## src/rtl/wp_tx_pkg.sv

```systemverilog
package wp_tx_pkg;

    localparam int unsigned BYTE_W     = 8;
    localparam int unsigned CODE_W     = 10;
    localparam logic [7:0]  COMMA_BYTE = 8'hBC;   // K28.5
    localparam logic [7:0]  FILL_BYTE  = 8'h50;   // D16.2

    typedef struct packed {
        logic              ctl;
        logic [BYTE_W-1:0] val;
    } lane_t;

    // 6-bit sub-block, negative-disparity form, written a..i from MSB down
    function automatic logic [5:0] six_rdneg(input logic [4:0] x);
        logic [5:0] r;
        case (x)
            5'd0:  r = 6'b100111;
            5'd1:  r = 6'b011101;
            5'd2:  r = 6'b101101;
            5'd3:  r = 6'b110001;
            5'd4:  r = 6'b110101;
            5'd5:  r = 6'b101001;
            5'd6:  r = 6'b011001;
            5'd7:  r = 6'b111000;
            5'd8:  r = 6'b111001;
            5'd9:  r = 6'b100101;
            5'd10: r = 6'b010101;
            5'd11: r = 6'b110100;
            5'd12: r = 6'b001101;
            5'd13: r = 6'b101100;
            5'd14: r = 6'b011100;
            5'd15: r = 6'b010111;
            5'd16: r = 6'b011011;
            5'd17: r = 6'b100011;
            5'd18: r = 6'b010011;
            5'd19: r = 6'b110010;
            5'd20: r = 6'b001011;
            5'd21: r = 6'b101010;
            5'd22: r = 6'b011010;
            5'd23: r = 6'b111010;
            5'd24: r = 6'b110011;
            5'd25: r = 6'b100110;
            5'd26: r = 6'b010110;
            5'd27: r = 6'b110110;
            5'd28: r = 6'b001110;
            5'd29: r = 6'b101110;
            5'd30: r = 6'b011110;
            default: r = 6'b101011;
        endcase
        return r;
    endfunction

    // 4-bit data sub-block, negative-disparity form, f..j from MSB down
    function automatic logic [3:0] four_data_rdneg(input logic [2:0] y, input logic alt);
        logic [3:0] r;
        case (y)
            3'd0: r = 4'b1011;
            3'd1: r = 4'b1001;
            3'd2: r = 4'b0101;
            3'd3: r = 4'b1100;
            3'd4: r = 4'b1101;
            3'd5: r = 4'b1010;
            3'd6: r = 4'b0110;
            default: r = alt ? 4'b0111 : 4'b1110;
        endcase
        return r;
    endfunction

    // 4-bit control sub-block, negative-disparity form
    function automatic logic [3:0] four_ctl_rdneg(input logic [2:0] y);
        logic [3:0] r;
        case (y)
            3'd0: r = 4'b1011;
            3'd1: r = 4'b0110;
            3'd2: r = 4'b1010;
            3'd3: r = 4'b1100;
            3'd4: r = 4'b1101;
            3'd5: r = 4'b0101;
            3'd6: r = 4'b1001;
            default: r = 4'b0111;
        endcase
        return r;
    endfunction

endpackage

```

## src/rtl/wp_byte_sched.sv

```systemverilog
module wp_byte_sched
    import wp_tx_pkg::*;
#(
    parameter int unsigned LANES = 2
)
(
    input  logic                    clk,
    input  logic                    rst_n,
    input  logic                    wr_n,
    input  logic [LANES*BYTE_W-1:0] word_i,
    input  logic [LANES-1:0]        ctl_i,
    output lane_t                   cur_o
);

    localparam int unsigned WORD_W = LANES * BYTE_W;
    localparam int unsigned SLOT_W = (LANES > 1) ? $clog2(LANES) : 1;
    localparam logic [SLOT_W-1:0] LAST_SLOT = SLOT_W'(LANES - 1);

    typedef struct packed {
        logic                     strb;
        logic [WORD_W-1:0]        word;
        logic [LANES-1:0]         ctl;
        logic                     pend_v;
        logic [WORD_W-1:0]        pend_word;
        logic [LANES-1:0]         pend_ctl;
        logic [SLOT_W-1:0]        slot;
        lane_t [LANES-1:0]        hold;
    } sched_t;

    sched_t            st_d, st_q;
    lane_t [LANES-1:0] src;

    // lane source: waiting word, or idle pattern alternating comma / filler
    generate
        for (genvar j = 0; j < LANES; j++) begin : g_src
            localparam bit IS_COMMA = (((LANES - 1 - j) % 2) == 0);
            assign src[j] = st_q.pend_v
                          ? {st_q.pend_ctl[j], st_q.pend_word[j*BYTE_W +: BYTE_W]}
                          : (IS_COMMA ? {1'b1, COMMA_BYTE} : {1'b0, FILL_BYTE});
        end
    endgenerate

    always_comb begin
        st_d      = st_q;
        st_d.strb = ~wr_n;
        st_d.word = word_i;
        st_d.ctl  = ctl_i;
        if (st_q.strb) begin
            st_d.pend_v    = 1'b1;
            st_d.pend_word = st_q.word;
            st_d.pend_ctl  = st_q.ctl;
        end else if (st_q.slot == '0) begin
            st_d.pend_v = 1'b0;
        end
        if (st_q.slot == '0) begin
            st_d.hold = src;
        end
        st_d.slot = (st_q.slot == LAST_SLOT) ? '0 : st_q.slot + 1'b1;
    end

    always_ff @(posedge clk or negedge rst_n) begin
        if (!rst_n) begin
            st_q <= '0;
        end else begin
            st_q <= st_d;
        end
    end

    assign cur_o = (st_q.slot == '0) ? src[LANES-1] : st_q.hold[LAST_SLOT - st_q.slot];


    strobe_take_chk: assert property (@(posedge clk) disable iff (!rst_n)
        st_q.strb |=> st_q.pend_v);


    pend_keep_chk: assert property (@(posedge clk) disable iff (!rst_n)
        (st_q.pend_v && (st_q.slot != '0)) |=> st_q.pend_v);

endmodule

```

## src/rtl/wp_char_enc.sv

```systemverilog
module wp_char_enc
    import wp_tx_pkg::*;
(
    input  lane_t              sym_i,
    input  logic               rd_i,
    output logic [CODE_W-1:0]  code_o,
    output logic               rd_o,
    output logic               bad_o
);

    logic [4:0] lo5;
    logic [2:0] hi3;
    logic       legal, as_k;
    logic [5:0] b6, s6;
    logic [3:0] b4, s4;
    logic       inv6, inv4, rd_mid, alt7;

    always_comb begin
        lo5    = sym_i.val[4:0];
        hi3    = sym_i.val[7:5];
        legal  = (lo5 == 5'd28) || (sym_i.val inside {8'hF7, 8'hFB, 8'hFD, 8'hFE});
        as_k   = sym_i.ctl && legal;
        bad_o  = sym_i.ctl && !legal;

        b6     = (as_k && (lo5 == 5'd28)) ? 6'b001111 : six_rdneg(lo5);
        inv6   = ($countones(b6) != 3) || (lo5 == 5'd7);
        s6     = (rd_i && inv6) ? ~b6 : b6;
        rd_mid = rd_i ^ ($countones(b6) != 3);

        alt7   = rd_mid ? (lo5 inside {5'd11, 5'd13, 5'd14})
                        : (lo5 inside {5'd17, 5'd18, 5'd20});
        b4     = as_k ? four_ctl_rdneg(hi3) : four_data_rdneg(hi3, alt7);
        inv4   = as_k || ($countones(b4) != 2) || (hi3 == 3'd3);
        s4     = (rd_mid && inv4) ? ~b4 : b4;
        rd_o   = rd_mid ^ ($countones(b4) != 2);

        // a on bit 0 ... i on bit 5, f on bit 6 ... j on bit 9
        code_o = {s4[0], s4[1], s4[2], s4[3], s6[0], s6[1], s6[2], s6[3], s6[4], s6[5]};
    end

endmodule

```

## src/rtl/wordpair_8b10b_tx.sv

```systemverilog
module wordpair_8b10b_tx
    import wp_tx_pkg::*;
#(
    parameter int unsigned LANES = 2
)
(
    input  logic                    clk,
    input  logic                    rst_n,
    input  logic                    wr_n,
    input  logic [LANES*BYTE_W-1:0] word_in,
    input  logic [LANES-1:0]        ctl_in,
    output logic [CODE_W-1:0]       code_out,
    output logic                    bad_ctl
);

    typedef struct packed {
        logic [CODE_W-1:0] code;
        logic              rd;
        logic              bad;
    } line_t;

    line_t             ln_d, ln_q;
    lane_t             cur;
    logic [CODE_W-1:0] enc_code;
    logic              enc_rd;
    logic              enc_bad;

    wp_byte_sched #(.LANES(LANES)) u_sched (
        .clk    (clk),
        .rst_n  (rst_n),
        .wr_n   (wr_n),
        .word_i (word_in),
        .ctl_i  (ctl_in),
        .cur_o  (cur)
    );

    wp_char_enc u_enc (
        .sym_i  (cur),
        .rd_i   (ln_q.rd),
        .code_o (enc_code),
        .rd_o   (enc_rd),
        .bad_o  (enc_bad)
    );

    always_comb begin
        ln_d      = ln_q;
        ln_d.code = enc_code;
        ln_d.rd   = enc_rd;
        ln_d.bad  = enc_bad;
    end

    always_ff @(posedge clk or negedge rst_n) begin
        if (!rst_n) begin
            ln_q <= '0;
        end else begin
            ln_q <= ln_d;
        end
    end

    assign code_out = ln_q.code;
    assign bad_ctl  = ln_q.bad;


    code_bal_chk: assert property (@(posedge clk) disable iff (!rst_n)
        1'b1 |=> ($countones(ln_q.code) inside {4, 5, 6}));


    rd_track_chk: assert property (@(posedge clk) disable iff (!rst_n)
        1'b1 |=> ((ln_q.rd != $past(ln_q.rd)) == ($countones(ln_q.code) != 5)));


    bad_src_chk: assert property (@(posedge clk) disable iff (!rst_n)
        ln_q.bad |-> $past(cur.ctl));

endmodule

```

## config.mk

```make
export PLATFORM = sky130hd
export DESIGN_NAME = wordpair_8b10b_tx
export DESIGN_NICKNAME = d
export VERILOG_FILES = /design/src/rtl/wp_tx_pkg.sv /design/src/rtl/wp_byte_sched.sv /design/src/rtl/wp_char_enc.sv /design/src/rtl/wordpair_8b10b_tx.sv
export SDC_FILE = /design/constraint.sdc
export NUM_CORES = 1
export LEC_CHECK = 0
export BUFFER_PORTS_ARGS = -buffer_cell sky130_fd_sc_hd__buf_2
export CAP_MARGIN = 30
export CORE_UTILIZATION = 55
export CTS_BUF_LIST = sky130_fd_sc_hd__clkbuf_2 sky130_fd_sc_hd__clkbuf_4 sky130_fd_sc_hd__clkbuf_8
export DETAILED_ROUTE_END_ITERATION = 10
export GPL_ROUTABILITY_DRIVEN = 0
export PLACE_DENSITY = 0.83
export SYNTH_ARGS = -nofsm -noshare
export SYNTH_HDL_FRONTEND = slang
export SYNTH_SLANG_ARGS = --single-unit
```

## constraint.sdc

```tcl
create_clock -name clk -period 6.6 [get_ports clk]
set_input_delay 0.33 -clock clk [delete_from_list [all_inputs] [get_ports clk]]
set_output_delay 0.33 -clock clk [all_outputs]
set_load 0.01 [all_outputs]
```

# Yosys cells after proc, flatten, opt, wreduce, memory -nomap -nowiden
# Memories as Yosys holds them, arrays and structs flattened.
# Index checks and enable logic that the tools add are counted.
[op_classes]
n_addsub = 10
order_cmp = 1
n_eq_ne = 21
muxes = 16
bitwise = 5
n_reduce_logical = 14
[op_table]
columns = ["op", "n"]
rows = [
  ["$add 32x32->32", 3],
  ["$ne 32x3->1 const B", 2],
  ["$pmux 4 s7", 2],
  ["$mux 9", 5],
  ["$eq 8x8->1 const B", 4],
  ["$eq 5x5->1 const B", 4],
  ["$eq 5x4->1 const B", 3],
  ["$mux 4", 3],
  ["$mux 6", 2],
  ["$add 1x1->2", 5],
  ["$eq 3x3->1 const B", 3],
  ["$eq 3x2->1 const B", 2],
  ["$not 6->6", 1],
  ["$reduce_bool 3->1", 2],
  ["$eq 5x3->1 const B", 1],
  ["$logic_and 1x1->1", 5],
  ["$logic_or 1x1->1", 4],
  ["$mux 1", 4],
  ["$not 4->4", 1],
  ["$reduce_bool 4->1", 1],
  ["$eq 3x1->1 const B", 1],
  ["$logic_not 3->1", 1],
  ["$lt 1x2->1 const B", 1],
  ["$ne 2x1->1 const B", 1],
  ["other kinds (5)", 6],
]
[totals]
ff_bits = 69
romBits = 192
input_bits = 21
out_inout_bits = 11
word_cells = 82
memories = 1
[mem_list]
columns = ["name", "words", "width", "read_ports", "rd_ports_with_merged_regs", "write_ports", "line_no", "source"]
rows = [
  ["(name not given)", 32, 6, 1, 0, 0, "wp_tx_pkg.sv:16", "case (x)"],
]

# Logic depth before layout (Yosys ltp)
# Gate-level depths: netlist (run 1).
[logic_depth]
depth_word = 26
mapped_depth = 24

# Hierarchy
# Synthesis (run 1) repeated with hierarchy kept, for this count alone.
[hier_totals]
hier_cells = 280
hier_area_um2 = 3251.9
[by_module_without_submodules]
columns = ["module", "n_inst", "cells_each", "area_each_um2", "seq_area_each_um2"]
rows = [
  ["wp_byte_sched", 1, 103, 1699.1, 1201.2],
  ["wp_char_enc", 1, 155, 1177.4, 0.0],
  ["wordpair_8b10b_tx", 1, 22, 375.4, 300.3],
]

# Worst setup path after synthesis (run 1)
# OpenSTA, ideal clock, no wires.
[synth_path]
kind = "register to register"
startpoint = "reg u_sched.st_q[37] (netlist name)"
endpoint = "reg ln_q (netlist bit code_out[6])"
t_arrival_ns = 6.167
required_ns = 6.461
path_slack_ns = 0.295
path_stages_with_launch = 25
path_buffers = 3
synth_period_minus_slack_ns = 6.305
cell_sequence = "dfrtp_1 > buf_4 > nor2b_1 > buf_2 > a22o_1 > ha_1 > clkbuf_1 > inv_1 > mux2i_1 > o2111a_1 > o31ai_2 > ha_1 > fa_1 > ha_1 > and4bb_2 > xor2_1 > a2111oi_2 > o21ai_1 > a311o_1 > ha_1 > ha_1 > fa_1 > nor3b_1 > a31oi_2 > xor2_1"
[synth_via]
elab_chain_len = 24
word_cells_on_any_way = 49
[synth_rtl]
columns = ["element", "line_no", "source"]
rows = [
  ["from (decl)", "wp_byte_sched.sv:30", "sched_t st_d, st_q;"],
  ["from (signal assigned)", "wp_byte_sched.sv:65", "st_q <= st_d;"],
  ["$mux 9 *", "wp_byte_sched.sv:38", "? {st_q.pend_ctl[j], st_q.pend_word[j*BYTE_W +: BYTE_W]}"],
  ["$mux 9 *", "wp_byte_sched.sv:69", "assign cur_o = (st_q.slot == '0) ? src[LANES-1] : st_q.hold[LAST_SLOT - st_q.slot];"],
  ["$eq 8x8->1", "wp_char_enc.sv:21", "legal = (lo5 == 5'd28) || (sym_i.val inside {8'hF7, 8'hFB, 8'hFD, 8'hFE});"],
  ["$reduce_bool 4->1", "wp_char_enc.sv:21", ""],
  ["$logic_or 1x1->1", "wp_char_enc.sv:21", ""],
  ["$logic_and 1x1->1", "wp_char_enc.sv:22", "as_k = sym_i.ctl && legal;"],
  ["$logic_and 1x1->1", "wp_char_enc.sv:25", "b6 = (as_k && (lo5 == 5'd28)) ? 6'b001111 : six_rdneg(lo5);"],
  ["$mux 6", "wp_char_enc.sv:25", ""],
  ["[8 not listed]", "--", ""],
  ["$mux 4", "wp_char_enc.sv:32", "b4 = as_k ? four_ctl_rdneg(hi3) : four_data_rdneg(hi3, alt7);"],
  ["$add 1x1->2 (implied by the code)", "wp_char_enc.sv:33", "inv4 = as_k || ($countones(b4) != 2) || (hi3 == 3'd3);"],
  ["$add 32x32->32 (implied by the code)", "wp_char_enc.sv:33", ""],
  ["$ne 32x3->1", "wp_char_enc.sv:33", ""],
  ["$logic_or 1x1->1 (2 in a row)", "wp_char_enc.sv:33", ""],
  ["$logic_and 1x1->1", "wp_char_enc.sv:34", "s4 = (rd_mid && inv4) ? ~b4 : b4;"],
  ["$mux 4 *", "wp_char_enc.sv:34", ""],
  ["net enc_code[6]", "wordpair_8b10b_tx.sv:24", "logic [CODE_W-1:0] enc_code;"],
  ["to (signal assigned)", "wordpair_8b10b_tx.sv:56", "ln_q <= ln_d;"],
  ["to (decl)", "wordpair_8b10b_tx.sv:22", "line_t ln_d, ln_q;"],
]
# The timed path passes the listed nets; every way through them passes the cells marked *.
# A chain may end at the register's enable or synchronous reset.

# Worst setup path after layout (run 1)
[layout_path]
startpoint = "reg u_sched.st_q[18] (netlist name)"
endpoint = "reg ln_q (netlist bit code_out[8])"
[layout_via]
elab_chain_len = 26
word_cells_on_any_way = 51
[layout_rtl]
columns = ["element", "line_no"]
rows = [
  ["$sub 1x1->1", "wp_byte_sched.sv:69"],
  ["$mux 9 (implied by the code) (2 in a row)", "wp_byte_sched.sv:69"],
  ["$mux 9 *", "wp_byte_sched.sv:69"],
  ["$eq 8x8->1", "wp_char_enc.sv:21"],
  ["$reduce_bool 4->1", "wp_char_enc.sv:21"],
  ["$logic_or 1x1->1", "wp_char_enc.sv:21"],
  ["$logic_and 1x1->1", "wp_char_enc.sv:22"],
  ["$logic_and 1x1->1", "wp_char_enc.sv:25"],
  ["[9 not listed]", "--"],
  ["$mux 4", "wp_char_enc.sv:32"],
  ["$add 1x1->2 (implied by the code)", "wp_char_enc.sv:33"],
  ["$add 32x32->32 (implied by the code)", "wp_char_enc.sv:33"],
  ["$ne 32x3->1", "wp_char_enc.sv:33"],
  ["$logic_or 1x1->1 (2 in a row)", "wp_char_enc.sv:33"],
  ["$logic_and 1x1->1", "wp_char_enc.sv:34"],
  ["$mux 4 *", "wp_char_enc.sv:34"],
  ["net enc_code[8]", "wordpair_8b10b_tx.sv:24"],
]
# The timed path passes the listed nets; every way through them passes the cells marked *. The select of a mux whose other input is x is not followed.

==> results of run 1 <==
-- cells by family after synthesis --
group	Yosys count
AOI/OAI and AO/OA	63
DFF	60
and+or+nand+nor	58
muxes	23
buffers and inverters	21
xor gates and xnor gates	17
adders and majority gates	17
-- worst max-delay path, stage by stage, from the launching register on --
cell	delay, ns
dfrtp_1	0.42
nor2b_1	0.26
a22o_2	0.27
ha_2	0.29
inv_1	0.16
mux2i_1	0.15
o2111a_1	0.27
o31ai_2	0.33
ha_1	0.22
fa_1	0.43
ha_1	0.30
and4bb_2	0.25
xor2_1	0.17
a2111oi_2	0.35
o21ai_1	0.13
a311o_1	0.40
ha_1	0.29
ha_1	0.21
fa_1	0.48
nor3b_2	0.25
a31oi_2	0.20
xor2_1	0.20
-- sequential cells by signal, summed over array words and instances (netlist names) --
name	flops
ln_q	1
code_out	10
bad_ctl	1
u_sched.st_q	48
-- layer usage --
metal | track usage [%] | vias to the layer above
met5 | 0 | -
met4 | 12.3 | 0
met3 | 6.79 | 23
met2 | 38.8 | 77
met1 | 27.1 | 1024
li1 | - | 1022
-- layout make-up --
| cell class | count | area share [%] |
|---|---|---|
| timing repair buffer | 38 | 5.88 |
| clock inverter | 5 | 1.70 |
| inverter | 11 | 1.17 |
| multi-input combinational | 178 | 42.0 |
| sequential | 60 | 42.5 |
| tap | 70 | 2.48 |
| clock buffer | 11 | 4.29 |
-- how the worst max path moves through the flow --
| stage | slack, ns | from | end |
|---|---|---|---|
| after floorplan | 0.29 | u_sched.st_q[37] | code_out[6] |
| after global placement | 0.39 | u_sched.st_q[18] | code_out[6] |
| after detailed placement | 0.15 | u_sched.st_q[18] | code_out[8] |
| after CTS | 0.08 | u_sched.st_q[18] | code_out[8] |
| after global routing | 0.02 | u_sched.st_q[37] | code_out[8] |
| final | 0.41 | u_sched.st_q[18] | code_out[8] |
-- stage by stage --
step	cell area, um^2	std cells	setup slack, ns	power (mW)
floorplan	3070	259	0.295	0.744
global placement	3300	357	0.392	0.828
detailed placement	3300	357	0.151	0.850
CTS	3520	373	0.0835	1.19
global route	3530	373	0.0208	1.26
finish	3530	373	0.415	1.19
-- synth_stat cells (3+ instances only) --
| library cell | instances | area (um^2) |
|---|---|---|
| nor3b_1 | 3 | 22.5 |
| dfrtp_1 | 60 | 1500 |
| nor2b_1 | 3 | 18.8 |
| a221o_1 | 3 | 30.0 |
| a21oi_1 | 7 | 35.0 |
| buf_2 | 4 | 20.0 |
| o21ai_0 | 8 | 40.0 |
| mux2_2 | 18 | 203 |
| a32oi_1 | 3 | 26.3 |
| o21a_1 | 3 | 22.5 |
| nor3_1 | 3 | 15.0 |
| nand3_1 | 10 | 50.1 |
| inv_1 | 11 | 41.3 |
| nor2_1 | 10 | 37.5 |
| a22o_1 | 9 | 78.8 |
| ha_1 | 14 | 175 |
| o21ai_1 | 5 | 25.0 |
| nand2b_1 | 4 | 25.0 |
| fa_1 | 3 | 60.1 |
| clkbuf_1 | 3 | 11.3 |
| mux2i_1 | 5 | 50.1 |
| nand2_1 | 12 | 45.0 |
| xor2_1 | 8 | 70.1 |
| xnor2_1 | 9 | 78.8 |
-- power by group through the flow --
stage          sequential, mW  combinational (mW)  clock, mW
2_1_floorplan           0.479               0.265          0
3_3_place_gp            0.466               0.363          0
3_5_place_dp            0.469               0.381          0
4_1_cts                 0.462               0.383      0.348
5_1_grt                 0.468               0.428      0.367
6_report                0.462               0.385      0.341
-- layout by cell type, fill, tap and decap left out, drive strengths merged, types with 8 or more instances in the layout --
cell    synthesis  layout
a22o            9       9
nand3          10      10
xnor2           9       9
nor2           11      11
a21oi           8       8
mux2           18      18
buf             7      38
nand2          13      13
xor2            8       8
dfrtp          60      60
inv            11      11
ha             14      14
o21ai          14      14
clkbuf          3      11
==> impl_results.md, run 1 <==
- Measured slew at the worst slew-check pin: 0.773 ns
- GRT Residual Overflow: 0
- # resized after CTS: 0
- Post-synthesis simple-gate area fraction: 10.8%
- Clock tree root driver cell: clkbuf_8
- Clock latency at the later pin of the worst-skew pair: 0.34 ns
- Worst reg2reg startpoint: u_sched.st_q[18]
- Synthesized netlist net count: 297
- Largest net degree at the start of global routing: 61
- Routed WL per cell: 16.2 um
- Number of max-cap violations: 0
- Yosys warns: 0
- Lkg Pwr: 1.55 nW
- Cells after synthesis: 259
- Status: complete, no violations
- WHS: 0.0891 ns
- Share of power burned in registers: 38.9%
- Register area share after synthesis: 49.0%
- Max-slew headroom: 48.5%
- Post-CTS Repair Setup Buffers: 0
- Sw frac: 32.3%
- CTS Sinks: 60
- CP Capture Type: flip-flop
- Io pins: 32
- Syn Area/Cell: 11.8 um^2
- Clk slew on worst S/H paths: 0.07 ns
- Fmax: 162 MHz
- Final worst-path cycle share: 93.7%
- Initial core utilization: 58.6%
- Setup TNS: 0 ns
- WL met1: 2.42 mm
- Horiz. Die Dim: 76.7 um
- WL met3: 299 um
- Htree depth: 3
- Tot GR Track Use: 23.3%
- CTS max path bufs: 2
- NetSw: 384 uW
- Pwr/cell area: 336 nW/um^2
- Routed wire length: 6.03 mm
- Row cnt: 26
- Fill cell count: 383
- Worst Setup Start Kind: flip-flop
- Multi-input gate area: 1480 um^2
- Antenna Cells: 0
- Vias in the first global route: 2,257
- Most common flop cell mapped by yosys: dfrtp_1
- Combinational share of power: 32.4%
- First-pass GRT wire length: 10.4 mm
- Core box area: 5240 um^2
- Register Area: 1500 um^2
- Largest family of logic cells by synthesized area: compound AO/OA/AOI/OAI gates
- Max layer used: met4
- # nets final: 336
- DR iter-0 viols: 139
- Post-synth EDFFs: 0
- Hold path cells: 1
- Syn-to-layout area delta: 15.1%
- Mapped cell area: 3070 um^2
- Post-synth cell types: 59
- Wire length on met2: 3.13 mm
- Vias per inst: 5.75
- Mux share of post-synthesis cell area: 8.24%
- IO buf count: 31
- Worst EP arrival: 6.38 ns
- Asr flop ratio synth: 100%
- Final setup fails: 0
- Crit path required time: 6.80 ns
- Utilization after layout: 67.4%
- Worst Hold Launch: word_in[13]
- CTS tree: yes
- RSZ-0062 raised after global routing: false
- Worst R2R Setup Slack: 0.41 ns
- Routed Antenna Nets: 0
- Worst Hold Class: in2reg
- Vias: 2,146
- Share of layout cells above drive strength 1: 31.4%
- Maximum vdd drop: 0.183 mV
- Compound-Gate Fraction of Synth Area: 16.3%
- R2r worst-path depth: 21
- Internal: 803 uW
- CTS buffer count: 9
- XOR/XNOR Fraction of Synth Area: 4.86%
- Fin. max-slew vios: 0
- DRC viols: 0
- Die area: 5880 um^2
- Worst hold endpoint: u_sched.st_q[53]
- Final Hold Fails: 0
- Min Tclk post-route: 6.19 ns
- Clock share of power: 28.7%
- Drt pass-1 iters: 4
- Reg2reg end: code_out[8]
- Skew final: 0.00544 ns
- Post-synthesis register bit count: 60
- Final HPWL DP: 4.29 mm
- Crit path max fanout: 8
- DIE HEIGHT: 76.7 um
- Hold_buf cts: 0
- CP Class: reg2reg
- Initial antenna violation count: 0
- Adder-Cell Fraction of Synth Area: 7.67%
(Power assumes the default switching activity.)
==> inputs of run 2 (changes only) <==
--- a/config.mk
+++ b/config.mk
@@ -11,7 +11,7 @@
 export CTS_BUF_LIST = sky130_fd_sc_hd__clkbuf_2 sky130_fd_sc_hd__clkbuf_4 sky130_fd_sc_hd__clkbuf_8
 export DETAILED_ROUTE_END_ITERATION = 10
 export GPL_ROUTABILITY_DRIVEN = 0
-export PLACE_DENSITY = 0.83
+export PLACE_DENSITY_LB_ADDON = 0.1
 export SYNTH_ARGS = -nofsm -noshare
 export SYNTH_HDL_FRONTEND = slang
 export SYNTH_SLANG_ARGS = --single-unit
==> run 2 against run 1 <==
  * First-iteration DRC count down 14%
  * Die area unchanged
  * Cell area down 0.11%
  * Sequential share of layout area about the same
  * Critical path depth up 1
  * Critical endpoint is now code_out[7]
==> impl_results.md, run 2 (same netlist as run 1, synthesis figures left out) <==
- Status: complete, no violations (unchanged)
- Crit-path slowest cell: fa_1 (unchanged)
- Largest stage delay on the critical path: 0.47 ns (was 0.48 ns)
- Fin. max-slew vios: 0 (unchanged)
- Final HPWL DP: 4.28 mm (was 4.29 mm)
- Pre-CTS WS: 0.281 ns (was 0.151 ns)
- Hold path cells: 1 (unchanged)
- CP Buf/Inv Count: 2 (was 1)
- Top reg by flops: u_sched.st_q (unchanged)
- Vias per inst: 5.74 (was 5.75)
- Max reg flops: 48 (unchanged)
- Clk slew on worst S/H paths: 0.07 ns (about the same)
- Clock tree root driver cell: clkbuf_8 (unchanged)
- Initial antenna violation count: 0 (unchanged)
- Worst EP arrival: 6.37 ns (was 6.38 ns)
- CTS buffer count: 9 (unchanged)
- Tot GR Track Use: 24.1% (was 23.3%)
- Die area: 5880 um^2 (unchanged)
- Initial core utilization: 58.6% (unchanged)
- Measured slew at the worst slew-check pin: 0.806 ns (was 0.773 ns)
- Utilization after layout: 67.3% (was 67.4%)
- Reg2reg end: code_out[7] (was code_out[8])
- Worst hold endpoint: u_sched.st_q[47] (was u_sched.st_q[53])
- Share of layout cells above drive strength 1: 30.3% (was 31.4%)
- Worst setup margin: 0.434 ns (was 0.415 ns)
- Final setup fails: 0 (unchanged)
- CP Class: reg2reg (unchanged)
- Most frequent cells in the layout: dfrtp_1, buf_2, mux2_2 (unchanged)
- Antenna Cells: 0 (unchanged)
- CTS max path bufs: 2 (unchanged)
- Syn-to-layout area delta: 15.0% (was 15.1%)
- Crit path required time: 6.81 ns (was 6.80 ns)
- Setup TNS: 0 ns (unchanged)
- Clock latency at the later pin of the worst-skew pair: 0.34 ns (about the same)
- Largest net degree at the start of global routing: 61 (unchanged)
- DR iter-0 viols: 120 (was 139)
- CP Capture Type: flip-flop (unchanged)
- Max-slew headroom: 46.3% (was 48.5%)
- Tot Pwr: 1.17 mW (was 1.19 mW)
- Htree depth: 3 (unchanged)
- Final Hold Fails: 0 (unchanged)
- Worst Hold Class: in2reg (unchanged)
- Lkg Pwr: 1.56 nW (was 1.55 nW)
- RSZ-0062 raised after global routing: false (unchanged)
- Routed Antenna Nets: 0 (unchanged)
- Cell mode on critical path: ha_1 (unchanged)
- Worst Hold Launch: word_in[7] (was word_in[13])
- GRT Residual Overflow: 0 (unchanged)
- Worst R2R Setup Slack: 0.43 ns (was 0.41 ns)
- Worst reg2reg startpoint: u_sched.st_q[37] (was u_sched.st_q[18])
- CTS tree: yes (unchanged)
- DRC viols: 0 (unchanged)
- CP Cell Sequence: nor2b_1 > a22o_1 > inv_1 > ha_2 > inv_1 > a211oi_2 > nand2_1 > o221a_2 > ha_1 > fa_1 > ha_1 > and4bb_2 > xor2_1 > a2111oi_2 > o21ai_1 > a311o_1 > ha_1 > ha_1 > fa_1 > nor3b_2 > a31oi_2 > xor2_1 (was nor2b_1 > a22o_2 > ha_2 > inv_1 > mux2i_1 > o2111a_1 > o31ai_2 > ha_1 > fa_1 > ha_1 > and4bb_2 > xor2_1 > a2111oi_2 > o21ai_1 > a311o_1 > ha_1 > ha_1 > fa_1 > nor3b_2 > a31oi_2 > xor2_1)
- Skew final: 0.00882 ns (was 0.00544 ns)
- CTS Sinks: 60 (unchanged)
- Fmax: 162 MHz (about the same)
- R2r worst-path depth: 22 (was 21)
- Io pins: 32 (unchanged)
- Crit path max fanout: 7 (was 8)
- Vias in the first global route: 2,268 (was 2,257)
- Min Tclk post-route: 6.17 ns (was 6.19 ns)
- Routed WL per cell: 16.1 um (was 16.2 um)
- Row cnt: 26 (unchanged)
- Commonest non-fill, non-tap cell in the layout: dfrtp_1 (unchanged)
- Core box area: 5240 um^2 (unchanged)
- Pwr/cell area: 333 nW/um^2 (was 336 nW/um^2)
- First-pass GRT wire length: 10.8 mm (was 10.4 mm)
- Largest delay share family, worst path: adder cells (unchanged)
- Drt pass-1 iters: 5 (was 4)
- Routed wire length: 6.02 mm (was 6.03 mm)
- IO buf count: 31 (unchanged)
- WHS: 0.0980 ns (was 0.0891 ns)
- Number of max-cap violations: 0 (unchanged)
- Final worst-path cycle share: 93.4% (was 93.7%)
- Maximum vdd drop: 0.187 mV (was 0.183 mV)
- Vias: 2,148 (was 2,146)
- DIE HEIGHT: 76.7 um (unchanged)
- Worst Setup Start Kind: flip-flop (unchanged)
- Horiz. Die Dim: 76.7 um (unchanged)
- # nets final: 338 (was 336)
[run 2: cell count changes in the layout (fill, tap and decap cells not counted)]
cell / previous run / this run
ha_2: 2 / 1
nand2_2: 2 / 1
ha_1: 12 / 13
clkinv_2: 1 / 2
clkinvlp_4: 1 / 0
buf_4: 7 / 9
a22o_2: 2 / 0
nand2_1: 11 / 12
a22o_1: 7 / 9
clkinv_4: 2 / 1
[run 2: per-stage QoR]
| step | instance area [um^2] | cells |
|---|---|---|
| after detailed placement | 3320 | 359 |
| after CTS | 3520 | 374 |
| after global routing | 3530 | 374 |
| after global placement | 3320 | 359 |
| after floorplan | 3070 | 259 |
| final | 3530 | 374 |
[run 2: cell type report]
type | instances | area (um^2)
repair buffers | 40 | 223
clock buffers | 11 | 151
well taps | 70 | 87.6
flip-flops and latches | 60 | 1500
clock inverters | 4 | 48.8
fillers | 391 | 1710
multi-input cells | 178 | 1470
inverters | 11 | 41.3
[run 2: layer usage]
metal / track usage, % / vias to the layer above / part of all wire (%)
met1: 29.2 / 1062 / 43
met4: 11.2 / 0 / 2.5
met2: 39.9 / 52 / 50
li1: - / 1018 / -
met5: 0 / - / 0
met3: 6.55 / 16 / 4.4
[run 2: repair_timing]
action	4_1_cts	5_1_grt
buffers inserted	0	0
resized for setup	0	2
setup endpoints to repair	0	4
hold buffers	0	0
[run 2: worst max path at each step]
stage          cells past startpoint              from  slack, ns          end
2_1_floorplan                     24  u_sched.st_q[37]       0.29  code_out[6]
3_3_place_gp                      22  u_sched.st_q[37]       0.52  code_out[7]
3_5_place_dp                      22  u_sched.st_q[37]       0.28  code_out[7]
4_1_cts                           22  u_sched.st_q[37]       0.23  code_out[7]
5_1_grt                           22  u_sched.st_q[37]       0.02  code_out[7]
6_report                          22  u_sched.st_q[37]       0.43  code_out[7]
[run 2: worst reg2reg max path: cells and delay by family (launching register included)]
kind,cells,cell delay [ns]
flip-flops,1,0.38
AND/OR/NAND/NOR,4,0.92
AO/OA/AOI/OAI,7,1.87
buffers and inverters,2,0.26
XOR/XNOR,2,0.37
adder cells (fa/ha/maj),7,2.27
[run 2: report_power, final]
group	internal [mW]	switching [mW]	leakage, nW
Clock	0.192	0.137	0.105
Combinational	0.177	0.207	0.754
Sequential	0.432	0.0297	0.701
Total	0.801	0.373	1.56
